==> config.mk <==
export PLATFORM = sky130hd
export DESIGN_NAME = offlim_top
export DESIGN_NICKNAME = d
export VERILOG_FILES = /design/src/rtl/offlim_pkg.sv /design/src/rtl/offlim_datapath.sv /design/src/rtl/offlim_ctrl.sv /design/src/rtl/offlim_top.sv
export SDC_FILE = /design/constraint.sdc
export NUM_CORES = 1
export LEC_CHECK = 0
export BUFFER_PORTS_ARGS = -buffer_cell sky130_fd_sc_hd__buf_2
export CAP_MARGIN = 20
export CORE_UTILIZATION = 54
export CTS_CLUSTER_DIAMETER = 200
export DETAILED_ROUTE_END_ITERATION = 8
export GPL_TIMING_DRIVEN = 0
export MAX_ROUTING_LAYER = met4
export PLACE_DENSITY = 0.86
export SLEW_MARGIN = 15
export SYNTH_ARGS = -nofsm -noshare
export SYNTH_HDL_FRONTEND = slang
export SYNTH_SLANG_ARGS = --single-unit
==> constraint.sdc <==
create_clock -name clk -period 2.69 [get_ports clk]
set_clock_uncertainty 0.05 [all_clocks]
set_input_delay 0.4035 -clock clk [delete_from_list [all_inputs] [get_ports clk]]
set_output_delay 0.4035 -clock clk [all_outputs]
set_load 0.02 [all_outputs]
==> src/rtl/offlim_pkg.sv <==
package offlim_pkg;
  typedef enum logic [1:0] {
    ST_IDLE  = 2'd0,
    ST_BLANK = 2'd1,
    ST_OFF   = 2'd2
  } limState_t;

  typedef struct packed {
    logic loadBlank;
    logic loadOff;
    logic countDown;
  } ctrlStrobe_t;
endpackage

==> src/rtl/offlim_datapath.sv <==
module offlim_datapath
  import offlim_pkg::*;
#(
  parameter int BLANK_CYCLES = 33,
  parameter int OFF_CYCLES   = 41
) (
  input  logic        clk,
  input  logic        rstN,
  input  logic        bridgeActive,
  input  logic        ilimNormal,
  input  logic        ilimReduced,
  input  logic        foldbackHot,
  input  logic        shortHigh,
  input  logic        shortLow,
  input  ctrlStrobe_t strobe,
  output logic        limTrip,
  output logic        timerDone,
  output logic        shortFault
);
  localparam int MAX_CYC = (BLANK_CYCLES > OFF_CYCLES) ? BLANK_CYCLES : OFF_CYCLES;
  localparam int CNT_W   = $clog2(MAX_CYC + 1);
  localparam logic [CNT_W-1:0] BLANK_LOAD = CNT_W'(BLANK_CYCLES - 1);
  localparam logic [CNT_W-1:0] OFF_LOAD   = CNT_W'(OFF_CYCLES - 1);

  logic [CNT_W-1:0] winCnt;
  logic             shortRaw;
  logic             shortPrev;

  // threshold selection by junction temperature region
  assign limTrip   = foldbackHot ? ilimReduced : ilimNormal;
  assign timerDone = (winCnt == '0);
  assign shortRaw  = shortHigh | shortLow;

  always_ff @(posedge clk or negedge rstN) begin
    if (!rstN) begin
      winCnt <= '0;
    end else if (!bridgeActive) begin
      winCnt <= '0;
    end else if (strobe.loadBlank) begin
      winCnt <= BLANK_LOAD;
    end else if (strobe.loadOff) begin
      winCnt <= OFF_LOAD;
    end else if (strobe.countDown && !timerDone) begin
      winCnt <= winCnt - 1'b1;
    end
  end

  // short comparators bypass blanking; one pulse per rise
  always_ff @(posedge clk or negedge rstN) begin
    if (!rstN) begin
      shortPrev  <= 1'b0;
      shortFault <= 1'b0;
    end else begin
      shortPrev  <= shortRaw;
      shortFault <= bridgeActive & shortRaw & ~shortPrev;
    end
  end
endmodule

==> src/rtl/offlim_ctrl.sv <==
module offlim_ctrl
  import offlim_pkg::*;
(
  input  logic        clk,
  input  logic        rstN,
  input  logic        bridgeActive,
  input  logic        edgePulse,
  input  logic        limTrip,
  input  logic        timerDone,
  output ctrlStrobe_t strobe,
  output logic        gateOff,
  output logic        regulating
);
  limState_t curState, nxtState;

  always_comb begin
    nxtState = curState;
    strobe   = '0;
    if (!bridgeActive) begin
      nxtState = ST_IDLE;
    end else begin
      unique case (curState)
        ST_IDLE: begin
          if (edgePulse) begin
            nxtState = ST_BLANK;
            strobe.loadBlank = 1'b1;
          end else if (limTrip) begin
            nxtState = ST_OFF;
            strobe.loadOff = 1'b1;
          end
        end
        ST_BLANK: begin
          if (edgePulse) begin
            strobe.loadBlank = 1'b1;
          end else if (timerDone) begin
            if (limTrip) begin
              nxtState = ST_OFF;
              strobe.loadOff = 1'b1;
            end else begin
              nxtState = ST_IDLE;
            end
          end else begin
            strobe.countDown = 1'b1;
          end
        end
        ST_OFF: begin
          if (timerDone) begin
            nxtState = ST_BLANK;
            strobe.loadBlank = 1'b1;
          end else begin
            strobe.countDown = 1'b1;
          end
        end
        default: nxtState = ST_IDLE;
      endcase
    end
  end

  always_ff @(posedge clk or negedge rstN) begin
    if (!rstN) begin
      curState   <= ST_IDLE;
      regulating <= 1'b0;
    end else begin
      curState <= nxtState;
      if (nxtState == ST_OFF) begin
        regulating <= 1'b1;
      end else if (nxtState == ST_IDLE) begin
        regulating <= 1'b0;
      end
    end
  end

  assign gateOff = (curState == ST_OFF);
endmodule

==> src/rtl/offlim_top.sv <==
module offlim_top
  import offlim_pkg::*;
#(
  parameter int BLANK_CYCLES = 33,
  parameter int OFF_CYCLES   = 41
) (
  input  logic clk,
  input  logic rstN,
  input  logic bridgeActive,
  input  logic edgePulse,
  input  logic ilimNormal,
  input  logic ilimReduced,
  input  logic foldbackHot,
  input  logic shortHigh,
  input  logic shortLow,
  output logic gateOff,
  output logic shortFault,
  output logic regulating
);
  ctrlStrobe_t strobe;
  logic        limTrip;
  logic        timerDone;

  offlim_ctrl u_ctrl (
    .clk         (clk),
    .rstN        (rstN),
    .bridgeActive(bridgeActive),
    .edgePulse   (edgePulse),
    .limTrip     (limTrip),
    .timerDone   (timerDone),
    .strobe      (strobe),
    .gateOff     (gateOff),
    .regulating  (regulating)
  );

  offlim_datapath #(
    .BLANK_CYCLES(BLANK_CYCLES),
    .OFF_CYCLES  (OFF_CYCLES)
  ) u_dp (
    .clk         (clk),
    .rstN        (rstN),
    .bridgeActive(bridgeActive),
    .ilimNormal  (ilimNormal),
    .ilimReduced (ilimReduced),
    .foldbackHot (foldbackHot),
    .shortHigh   (shortHigh),
    .shortLow    (shortLow),
    .strobe      (strobe),
    .limTrip     (limTrip),
    .timerDone   (timerDone),
    .shortFault  (shortFault)
  );
endmodule

Word-level counts from Yosys, hierarchy flattened
Cells that the tools add are included.

storage, ports and cells
  register bits after elaboration = 11
  bits of input ports = 9
  word-level logic and storage cells = 47

cells by class
  $add $sub $neg = 1
  equality and inequality tests = 4
  muxes and demuxes = 26
  bitwise operators = 4
  reduce and logical (&&, ||, !) cells = 7

operator list
  operator             count
  $mux 6               4
  $mux 2               8
  $mux 1               9
  $logic_not 6->1      1
  $pmux 1 s2           3
  $pmux 2 s3           1
  $sub 6x1->6 const B  1
  $eq 2x2->1 const B   2
  $logic_not 2->1      2
  $ne 4x1->1 const B   1
  $mux 3               1
  $and 1x1->1          2
  $eq 2x1->1 const B   1
  $reduce_bool 2->1    1
  $reduce_or 2->1      1
  $logic_and 1x1->1    1
  $logic_not 1->1      1
  $not 1->1            1
  $or 1x1->1           1

Depth between registers and ports, before layout
Gate-level depths: netlist of run 1.

  depth in word-level cells = 11
  mapped depth = 7
  gate-level depth less buffers = 7

Cells and area by module
A second synthesis of run 1 with hierarchy kept.

unflattened totals
  cell total of the unflattened synthesis = 77
  area, all modules = 730.7 µm²

modules (own cells, without submodules)
  module           instances  cells an instance  area each (µm²)  seq. area each (µm²)
  offlim_datapath  1          44                 454.2            200.2
  offlim_ctrl      1          33                 276.5            75.1

Worst setup path before layout of run 1
OpenSTA, ideal clock, no wires.

  kind = register -> register
  start = reg u_dp.winCnt[2]
  end = reg u_ctrl.regulating
  setup time = 125 ps
  arrival time = 1822 ps
  required time = 2515 ps
  path slack = 693 ps
  stages on the path, launching flop included = 6
  buffers on the path = 0
  cell sequence = dfrtp_1 -> or3_4 -> or3_4 -> and3_4 -> o31a_1 -> mux2_4

on the way
  longest elaborated chain between the ends = 7
  elaborated cells on any way between the ends = 10

ends and longest elaborated chain
  element                                        line                                  text
  start: declaration                             offlim_datapath.sv:25                 logic [CNT_W-1:0] winCnt;
  start signal: assignment                       offlim_datapath.sv:44                 winCnt <= winCnt - 1'b1;
  $logic_not 6->1 *                              offlim_datapath.sv:31                 assign timerDone = (winCnt == '0);
  $mux 2                                         offlim_ctrl.sv:35                     end else if (timerDone) begin
  $mux 2                                         offlim_ctrl.sv:33                     if (edgePulse) begin
  $pmux 2 s3 *                                   offlim_ctrl.sv:22                     unique case (curState)
  $mux 2 *                                       offlim_ctrl.sv:19                     if (!bridgeActive) begin
  net u_ctrl.nxtState[1]                         offlim_ctrl.sv:14                     limState_t curState, nxtState;
  $eq 2x2->1 or $logic_not 2->1 (tied branches)  offlim_ctrl.sv:65, offlim_ctrl.sv:67
  $mux 1 or $reduce_bool 2->1 (tied branches)    --
  end signal: assignment                         offlim_ctrl.sv:62                     regulating <= 1'b0;
  end signal: assignment                         offlim_ctrl.sv:66                     regulating <= 1'b1;
  end signal: assignment                         offlim_ctrl.sv:68                     regulating <= 1'b0;
  end: declaration                               offlim_ctrl.sv:12                     output logic regulating

Mark *: on every way through the listed nets, which the timed path passes. The rest lies on a longest branch.
A chain may end at the register's enable or synchronous reset.

Worst setup path in the final report of run 1
  start = reg u_ctrl.curState[1]
  end = reg u_dp.winCnt[1]

on the way
  longest elaborated chain between the ends = 6
  elaborated cells on any way between the ends = 13

ends and longest elaborated chain
  element                                        line                                      text
  start: declaration                             offlim_ctrl.sv:14
  start signal: assignment                       offlim_ctrl.sv:64                         curState <= nxtState;
  $eq 2x1->1 or $logic_not 2->1 (tied branches)  offlim_ctrl.sv:22
  $pmux 1 s2 or $reduce_or 2->1 (tied branches)  --
  $mux 3 *                                       offlim_ctrl.sv:19
  $mux 6 or $mux 3 (tied branches)               offlim_datapath.sv:41, offlim_ctrl.sv:19
  $mux 6                                         offlim_datapath.sv:39                     end else if (strobe.loadBlank) begin
  $mux 6                                         offlim_datapath.sv:37                     end else if (!bridgeActive) begin

Mark *: on every way between the ends. The rest lies on a longest branch, timed or not.

==> qor.yml, run 1 <==
rsz0062_at_grt: "false"
holdCritPathClass: "primary input to flop"
cts.reportedPaths.clkPinSlew_ps: 70
critPathArrivalTime_ps: 2280
total_power_w: 0.000596
dieWidth_um: 39.8
synthTopCellsByArea: "dfrtp_1 36%, ha_1 9.7%, inv_1 3.9%"
required_ps: 2770
power_density_mw_per_mm2: 674
wirelength_um: 1670
synthDistinctLibCells: 32
synth.mux.area_fraction: 0.0324
ys_ff_latch: 11
finalNetCount: 116
avgSynthCellArea_um2: 9.21
synth_simple_gate_area_frac: 0.291
setup_violations: 0
clk_latency_ps: 270
tritoncts: "built"
synth_top_area_frac: 0.356
maxCapViolations: 0
synth_compound_area_frac: 0.162
relSlewSlack: 0.649
synth-seq-area-share: 0.356
multi_input_comb_area_um2: 468
ctsLongestPathBuffers: 2
rows: 13
syn_inst: 84
numCtsBuffers: 3
die_h_um: 39.8
synthXorXnorAreaFrac: 0.0227
grt_pass1_wl_um: 2700
ir_drop_mv: 0.338
final_core_util: 0.670
n_antenna_cell: 0
critical_path_class: "flop to flop"
drtIter0Drc: 25
antenna_found_initial: 0
core_area_mm2: 0.00132
pre_cts_ws_ps: 587
synth_flop_cell: "dfrtp_1"
period_share: 0.817
post_drt_via_cell_ratio: 6.15
ff_latch_area_um2: 275
outcome: "finished clean"
synth_nets: 99
h-tree-depth: 1
synth_warnings: 0
synthTopCellsByCount: "11 x dfrtp_1, 8 x inv_1, 6 x ha_1"
synth_edf_count: 0
fin_setup_tns_ps: 0
slew_violations: 0
io_buffers: 11
yosysMostFrequentCell: "dfrtp_1"
ios: 12
track_usage: 0.265
drcViolationCount: 0
start_kind: "flop"
worstMarginPinSlew_ps: 512
dieArea_mm2: 0.00159
max_clock_freq_ghz: 0.455
clock_sinks: 11
cp_max_fo: 6
drive_gt1_frac: 0.200
syn_to_final_growth_pct: 14.2
vias: 707
drt_pre_antenna_iters: 5
synth.cell_area_um2: 773
nFillCells: 105
wire_per_inst_um: 14.5
synth_top_family_by_area: "simple AND/OR/NAND/NOR gates"
grt_pass1_vias: 626
hold_viol: 0
p_leak_nw: 0.403
worst_setup_path_end_kind: "flop"
setup_slack_ps: 493
dp_hpwl_um: 1240
overflow: 0
synth_area_leader_cell: "dfrtp_1"
fin_crit_ps: 2200
grt_max_degree: 12
synthArstFlopShare: 1.00
post-cts-setup-buffers: 0
gp_congestion: 0.868
synth_fa_ha_area_frac: 0.0971
cts_root_buffer: "clkbuf_4"
postRouteAntennaNets: 0
initial_core_util: 0.587
-- metrics by stage --
stage	area [um^2]	instances	hold WS, ps
final	883	115	286
after global routing	883	115	288
after detailed placement	847	110	233
after global placement	847	110	230
after CTS	883	115	284
after floorplan	773	84	57.9
-- final timing paths --
check / startpoint / to / slack (ps) / cells after the start
max: u_ctrl.curState[1]$_DFF_PN0_ / u_dp.winCnt[1]$_DFFE_PN0P_ / 490 / 7
max in group asynchronous: rstN / u_ctrl.curState[1]$_DFF_PN0_ / 1910 / 2
min: shortHigh / u_dp.shortPrev$_DFF_PN0_ / 290 / 2
max reg2reg: u_ctrl.curState[1]$_DFF_PN0_ / u_dp.winCnt[1]$_DFFE_PN0P_ / 490 / 7
min in group asynchronous: rstN / u_dp.winCnt[2]$_DFFE_PN0P_ / 470 / 2
min reg2reg: u_dp.shortPrev$_DFF_PN0_ / u_dp.shortFault$_DFF_PN0_ / 350 / 1
-- sequential cells by signal (all words and copies together) (netlist names) --
name / flops
u_ctrl.curState: 2
u_dp.winCnt: 6
u_dp.shortPrev: 1
u_dp.shortFault: 1
u_ctrl.regulating: 1
-- cells by family after synthesis --
group | Yosys count
muxes | 2
adders and majority gates | 6
xor gates and xnor gates | 2
and+or+nand+nor | 37
buffers and inverters | 8
AOI/OAI and AO/OA | 18
DFF | 11
-- area by class of cell --
type	instances	area share
multi-input combinational	65	0.530
sequential	11	0.312
timing repair buffer	12	0.0737
inverter	8	0.0340
clock buffer	4	0.0297
tap	15	0.0212
-- layout by cell type, fill, tap and decap left out, types with 3 or more instances in the layout --
cell type	synthesis	final
nand2_1	4	4
nor2_1	3	3
clkbuf_4	0	3
o21ai_0	4	4
nor2b_1	4	4
nand2b_1	4	4
buf_2	0	11
dfrtp_1	11	11
nor3_1	4	4
ha_1	6	6
o32ai_1	3	3
and2_1	3	3
inv_1	8	8
-- worst max-delay path, stage by stage (launching register included) --
cell	delay (ps)
dfrtp_1	390
inv_1	100
ha_1	260
nor2b_1	160
o221ai_1	350
nand4_1	190
o21ai_0	400
o32ai_1	160
-- report_power, final --
group	internal, W	switching, W	total [W]	leakage (nW)
logic	0.000111	0.000142	0.000253	0.245
registers	0.000194	0.0000342	0.000229	0.143
clock network	0.0000575	0.0000566	0.000114	0.0150
-- repair_timing --
action,in CTS,in global routing
gates resized for setup,0,0
hold endpoints to repair,11,0
hold buffers,1,0
-- routing by layer --
| metal | GRT usage | wire [um] | part of all wire | vias to the layer above |
|---|---|---|---|---|
| li1 | - | - | - | 341 |
| met1 | 0.352 | 766 | 0.46 | 316 |
| met2 | 0.385 | 736 | 0.44 | 46 |
| met3 | 0.0511 | 142 | 0.085 | 4 |
| met4 | 0.121 | 28 | 0.017 | 0 |
| met5 | - | 0 | 0 | - |
No activity file was read; power rests on OpenSTA's default activity.
==> run 2: changes to the inputs <==
Clock period 2.69 ns to 2.2 ns, I/O delays scaled along.
==> run 2 against run 1 <==
Against the previous run:
- sequential power rose by 22%
- largest power group unchanged
- global-route usage did not move
- critical endpoint is now u_ctrl.regulating$_DFFE_PN0P_
- non-clock buffer count did not move
- die area did not move
- largest cell class unchanged
- highest routed layer unchanged
==> qor.yml, run 2 (synthesized netlist as in run 1, its figures left out) <==
outcome: "finished clean"
final_core_util: 0.670  # unchanged
total_power_w: 0.000731  # +23%
track_usage: 0.265  # unchanged
gp_congestion: 0.868  # unchanged
setup_slack_ps: 74.9  # -418 ps
cp_max_fo: 7  # +1
start_kind: "flop"
internal_power_w: 0.000444  # +22%
power_frac_seq: 0.382  # -0.002
relSlewSlack: 0.655  # +0.00590
n_antenna_cell: 0  # unchanged
wirelength_um: 1680  # +0.66%
required_ps: 2300  # -470 ps
critPathCapture: "u_ctrl.regulating$_DFFE_PN0P_"
reg2reg_setup_slack_ps: 70  # -420 ps
critical_path_class: "flop to flop"
regMostFlops: "u_dp.winCnt"
vias: 687  # -2.8%
max_clock_freq_ghz: 0.471  # +3.4%
drcViolationCount: 0  # unchanged
h-tree-depth: 1  # unchanged
postRouteAntennaNets: 0  # unchanged
grt_pass1_vias: 626  # unchanged
r2r-end: "u_ctrl.regulating$_DFFE_PN0P_"
rsz0062_at_grt: "false"
crit_path_cell_trace: "or3_4, or3_4, and3_4, o31a_1, mux2_4"
slowest_delay_ps: 450  # +50 ps
ir_drop_mv: 0.413  # +22%
dp_hpwl_um: 1240  # unchanged
io_buffers: 11  # unchanged
drive_gt1_frac: 0.200  # unchanged
post_drt_via_cell_ratio: 5.97  # -2.8%
pwr-share-clk: 0.193  # +0.002
placed_area_um2: 847  # unchanged
dieWidth_um: 39.8  # unchanged
slowest_stage: "dfrtp_1"
initial_core_util: 0.587  # unchanged
ios: 12  # unchanged
path_common_cell: "or3_4"
post-cts-setup-buffers: 0  # unchanged
final_cell_mix: "11 x buf_2, 11 x dfrtp_1, 8 x inv_1"
setup_violations: 0  # unchanged
grt_max_degree: 12  # unchanged
syn_to_final_growth_pct: 14.2  # unchanged
die_h_um: 39.8  # unchanged
antenna_found_initial: 0  # unchanged
dieArea_mm2: 0.00159  # unchanged
crit_path_start: "u_dp.winCnt[2]$_DFFE_PN0P_"
overflow: 0  # unchanged
fin_crit_ps: 2130  # -72.4 ps
comb_power_share: 0.425  # about the same
top_regs: "u_dp.winCnt x6, u_ctrl.curState x2"
clock_sinks: 11  # unchanged
core_area_mm2: 0.00132  # unchanged
switchingPower_w: 0.000287  # +23%
hold_viol: 0  # unchanged
reg2reg_from: "u_dp.winCnt[2]$_DFFE_PN0P_"
cts_root_buffer: "clkbuf_4"
drt_pre_antenna_iters: 4  # -1
reg2reg_depth: 5  # -2
holdCritPathClass: "primary input to flop"
ctsLongestPathBuffers: 2  # unchanged
largest_reg_flops: 6  # unchanged
worst_setup_path_end_kind: "flop"
pre_cts_ws_ps: 96.9  # -490 ps
power_density_mw_per_mm2: 828  # +23%
tritoncts: "built"
worstMarginPinSlew_ps: 503  # -8.61 ps
fin_setup_tns_ps: 0  # unchanged
hold_path_depth: 2  # unchanged
period_share: 0.966  # +0.149
drtIter0Drc: 23  # -8.0%
wire_per_inst_um: 14.6  # +0.66%
fin_area_um2: 883  # unchanged
p_leak_nw: 0.403  # about the same
grt_pass1_wl_um: 2700  # unchanged
critPathArrivalTime_ps: 2230  # -50 ps
maxCapViolations: 0  # unchanged
slew_violations: 0  # unchanged
sw_frac_of_total: 0.393  # +0.00197
clk_latency_ps: 270  # about the same
cts.reportedPaths.clkPinSlew_ps: 80  # about the same
finalNetCount: 116  # unchanged
numCtsBuffers: 3  # unchanged
rows: 13  # unchanged
==> run 2: metal layers <==
layer  part of all wire  routed length [um]  vias to the layer above  global-route usage
met3              0.077                 129                        4              0.0511
met2               0.44                 734                       42               0.385
li1                   -                   -                      342                   -
met4              0.017                  28                        0               0.121
met1               0.47                 791                      299               0.352
met5                  0                   0                        -                   -
==> run 2: final cells by class <==
type,instances,area [um^2]
multi-input cells,65,468
fillers,105,434
flip-flops and latches,11,275
repair buffers,12,65.1
inverters,8,30.0
clock buffers,4,26.3
well taps,15,18.8
==> run 2: repair_timing <==
item,4_1_cts,5_1_grt
setup endpoints to repair,0,2
hold buffers,1,0
resized for setup,0,1
endpoints found under the hold margin,11,0
==> run 2: how the worst min path moves through the flow <==
stage | startpoint | to | slack [ps]
6_report | shortHigh | u_dp.shortPrev$_DFF_PN0_ | 210
5_1_grt | shortHigh | u_dp.shortPrev$_DFF_PN0_ | 210
4_1_cts | shortHigh | u_dp.shortPrev$_DFF_PN0_ | 210
3_5_place_dp | rstN | u_dp.winCnt[2]$_DFFE_PN0P_ | 160
3_3_place_gp | rstN | u_dp.winCnt[2]$_DFFE_PN0P_ | 160
2_1_floorplan | rstN | u_ctrl.curState[0]$_DFF_PN0_ | -20
==> run 2: power groups by stage <==
stage          Combinational (W)  Sequential (W)  Clock (W)
6_report                0.000311        0.000279   0.000141
3_5_place_dp            0.000302        0.000280          0
3_3_place_gp            0.000294        0.000276          0
5_1_grt                 0.000342        0.000283   0.000150
2_1_floorplan           0.000233        0.000274          0
4_1_cts                 0.000308        0.000278   0.000143
==> run 2: critical path: cells and delay by family, from the launching register on <==
family | cells | cell delay (ps)
multiplexers | 1 | 260
AND/OR/NAND/NOR | 3 | 980
flip-flops | 1 | 450
AO/OA/AOI/OAI | 1 | 250
==> run 2: stage by stage <==
stage / hold slack [ps] / instances
final: 212 / 115
after global routing: 215 / 115
after CTS: 210 / 115
after detailed placement: 159 / 110
after global placement: 156 / 110
after floorplan: -15.6 / 84
==> run 3: changes to the inputs <==
Settings changed: MAX_ROUTING_LAYER met4 to unset.
==> run 3 against run 2 <==
Against the previous run:
- global-route usage is 0.51 points lower
- routed wire length is 0.53% lower
- sequential cell count stayed put
- die area stayed put
- clock power hardly changed
- final cell count stayed put
- via count is 1.2% higher
- critical path depth stayed put
- sequential power hardly changed
- first-iteration DRC count stayed put
==> qor.yml, run 3 (synthesized netlist as in run 1, its figures left out) <==
outcome: "finished clean"
finalNetCount: 116  # unchanged
hold_viol: 0  # unchanged
sw_frac_of_total: 0.393  # about the same
grt_pass1_wl_um: 2720  # +0.78%
comb_power_share: 0.424  # about the same
holdCritPathClass: "primary input to flop"
critPathArrivalTime_ps: 2230  # about the same
drtIter0Drc: 23  # unchanged
worstMarginPinSlew_ps: 503  # +0.541 ps
max_clock_freq_ghz: 0.471  # about the same
largest_reg_flops: 6  # unchanged
rows: 13  # unchanged
pwr-share-clk: 0.194  # about the same
track_usage: 0.260  # -0.00511
gp_congestion: 0.855  # -1.6%
post-cts-setup-buffers: 0  # unchanged
required_ps: 2300  # about the same
internal_power_w: 0.000444  # about the same
vias: 695  # +1.2%
wire_per_inst_um: 14.6  # -0.53%
fin_setup_tns_ps: 0  # unchanged
dieArea_mm2: 0.00159  # unchanged
drt_pre_antenna_iters: 4  # unchanged
final_cell_mix: "11 x buf_2, 11 x dfrtp_1, 8 x inv_1"
grt_pass1_vias: 624  # -0.32%
postRouteAntennaNets: 0  # unchanged
ctsLongestPathBuffers: 2  # unchanged
slew_violations: 0  # unchanged
n_antenna_cell: 0  # unchanged
critPathCapture: "u_ctrl.regulating$_DFFE_PN0P_"
p_leak_nw: 0.403  # unchanged
start_kind: "flop"
clk_latency_ps: 280  # about the same
io_buffers: 11  # unchanged
reg2reg_depth: 5  # unchanged
holdWs_ps: 211  # -0.849 ps
cp_max_fo: 7  # unchanged
worst_setup_path_end_kind: "flop"
power_frac_seq: 0.382  # about the same
dieWidth_um: 39.8  # unchanged
dp.cells: 110  # unchanged
rsz0062_at_grt: "false"
setup_violations: 0  # unchanged
die_h_um: 39.8  # unchanged
fin_cells: 115  # unchanged
fin_crit_ps: 2120  # -1.99 ps
period_share: 0.965  # about the same
core_area_mm2: 0.00132  # unchanged
cts_root_buffer: "clkbuf_4"
critical_path_class: "flop to flop"
syn_to_final_growth_pct: 14.2  # unchanged
overflow: 0  # unchanged
ir_drop_mv: 0.414  # +0.13%
wirelength_um: 1680  # -0.53%
reg2reg_from: "u_dp.winCnt[2]$_DFFE_PN0P_"
crit_path_start: "u_dp.winCnt[2]$_DFFE_PN0P_"
dp_hpwl_um: 1240  # unchanged
initial_core_util: 0.587  # unchanged
cts.reportedPaths.clkPinSlew_ps: 80  # about the same
power_density_mw_per_mm2: 828  # about the same
regMostFlops: "u_dp.winCnt"
antenna_found_initial: 0  # unchanged
ios: 12  # unchanged
h-tree-depth: 1  # unchanged
r2r-end: "u_ctrl.regulating$_DFFE_PN0P_"
drcViolationCount: 0  # unchanged
numCtsBuffers: 3  # unchanged
clock_sinks: 11  # unchanged
drive_gt1_frac: 0.200  # unchanged
grt_max_degree: 12  # unchanged
post_drt_via_cell_ratio: 6.04  # +1.2%
tritoncts: "built"
switchingPower_w: 0.000287  # -0.11%
relSlewSlack: 0.655  # about the same
top_regs: "u_dp.winCnt x6, u_ctrl.curState x2"
maxCapViolations: 0  # unchanged
reg2reg_setup_slack_ps: 80  # about the same
## run 3: through the flow
| step | area, um^2 | power [W] | setup slack [ps] | utilization |
|---|---|---|---|---|
| 6_report | 883 | 0.000731 | 76.9 | 0.670 |
| 5_1_grt | 883 | 0.000776 | 15.9 | 0.670 |
| 4_1_cts | 883 | 0.000729 | 45.5 | 0.670 |
| 3_5_place_dp | 847 | 0.000582 | 96.9 | 0.643 |
| 3_3_place_gp | 847 | 0.000569 | 103 | 0.643 |
| 2_1_floorplan | 773 | 0.000507 | 203 | - |
## run 3: critical path: stages (launching register included)
cell	delay, ps
dfrtp_1	450
or3_4	410
or3_4	390
and3_4	180
o31a_1	250
mux2_4	260
## run 3: power groups by stage
stage | logic [W] | registers, W | clock network [W]
2_1_floorplan | 0.000233 | 0.000274 | 0
3_3_place_gp | 0.000294 | 0.000276 | 0
3_5_place_dp | 0.000302 | 0.000280 | 0
4_1_cts | 0.000308 | 0.000278 | 0.000143
5_1_grt | 0.000342 | 0.000284 | 0.000150
6_report | 0.000310 | 0.000279 | 0.000142
## run 3: final cells by class
class | count | area (um^2)
Clock buffer | 4 | 26.3
Fill cell | 105 | 434
Inverter | 8 | 30.0
Multi-Input combinational cell | 65 | 468
Sequential cell | 11 | 275
Tap cell | 15 | 18.8
Timing Repair Buffer | 12 | 65.1
## run 3: how the worst min path moves through the flow
stage               from                            to  slack [ps]  cells after the start
5_1_grt        shortHigh      u_dp.shortPrev$_DFF_PN0_         210                      2
4_1_cts        shortHigh      u_dp.shortPrev$_DFF_PN0_         210                      2
3_3_place_gp        rstN    u_dp.winCnt[2]$_DFFE_PN0P_         160                      1
6_report       shortHigh      u_dp.shortPrev$_DFF_PN0_         210                      2
2_1_floorplan       rstN  u_ctrl.curState[0]$_DFF_PN0_         -20                      0
3_5_place_dp        rstN    u_dp.winCnt[2]$_DFFE_PN0P_         160                      1
## run 3: timing repair
item                       4_1_cts  5_1_grt
resized for setup                0        1
setup endpoints to repair        0        2
hold endpoints to repair        11        0
hold buffers                     1        0
## run 3: metal layers
layer	GRT usage	wire length (um)	vias up
li1	-	-	340
met1	0.356	796	320
met2	0.385	743	31
met3	0.0511	106	4
met4	0.121	28	0
met5	0	0	-
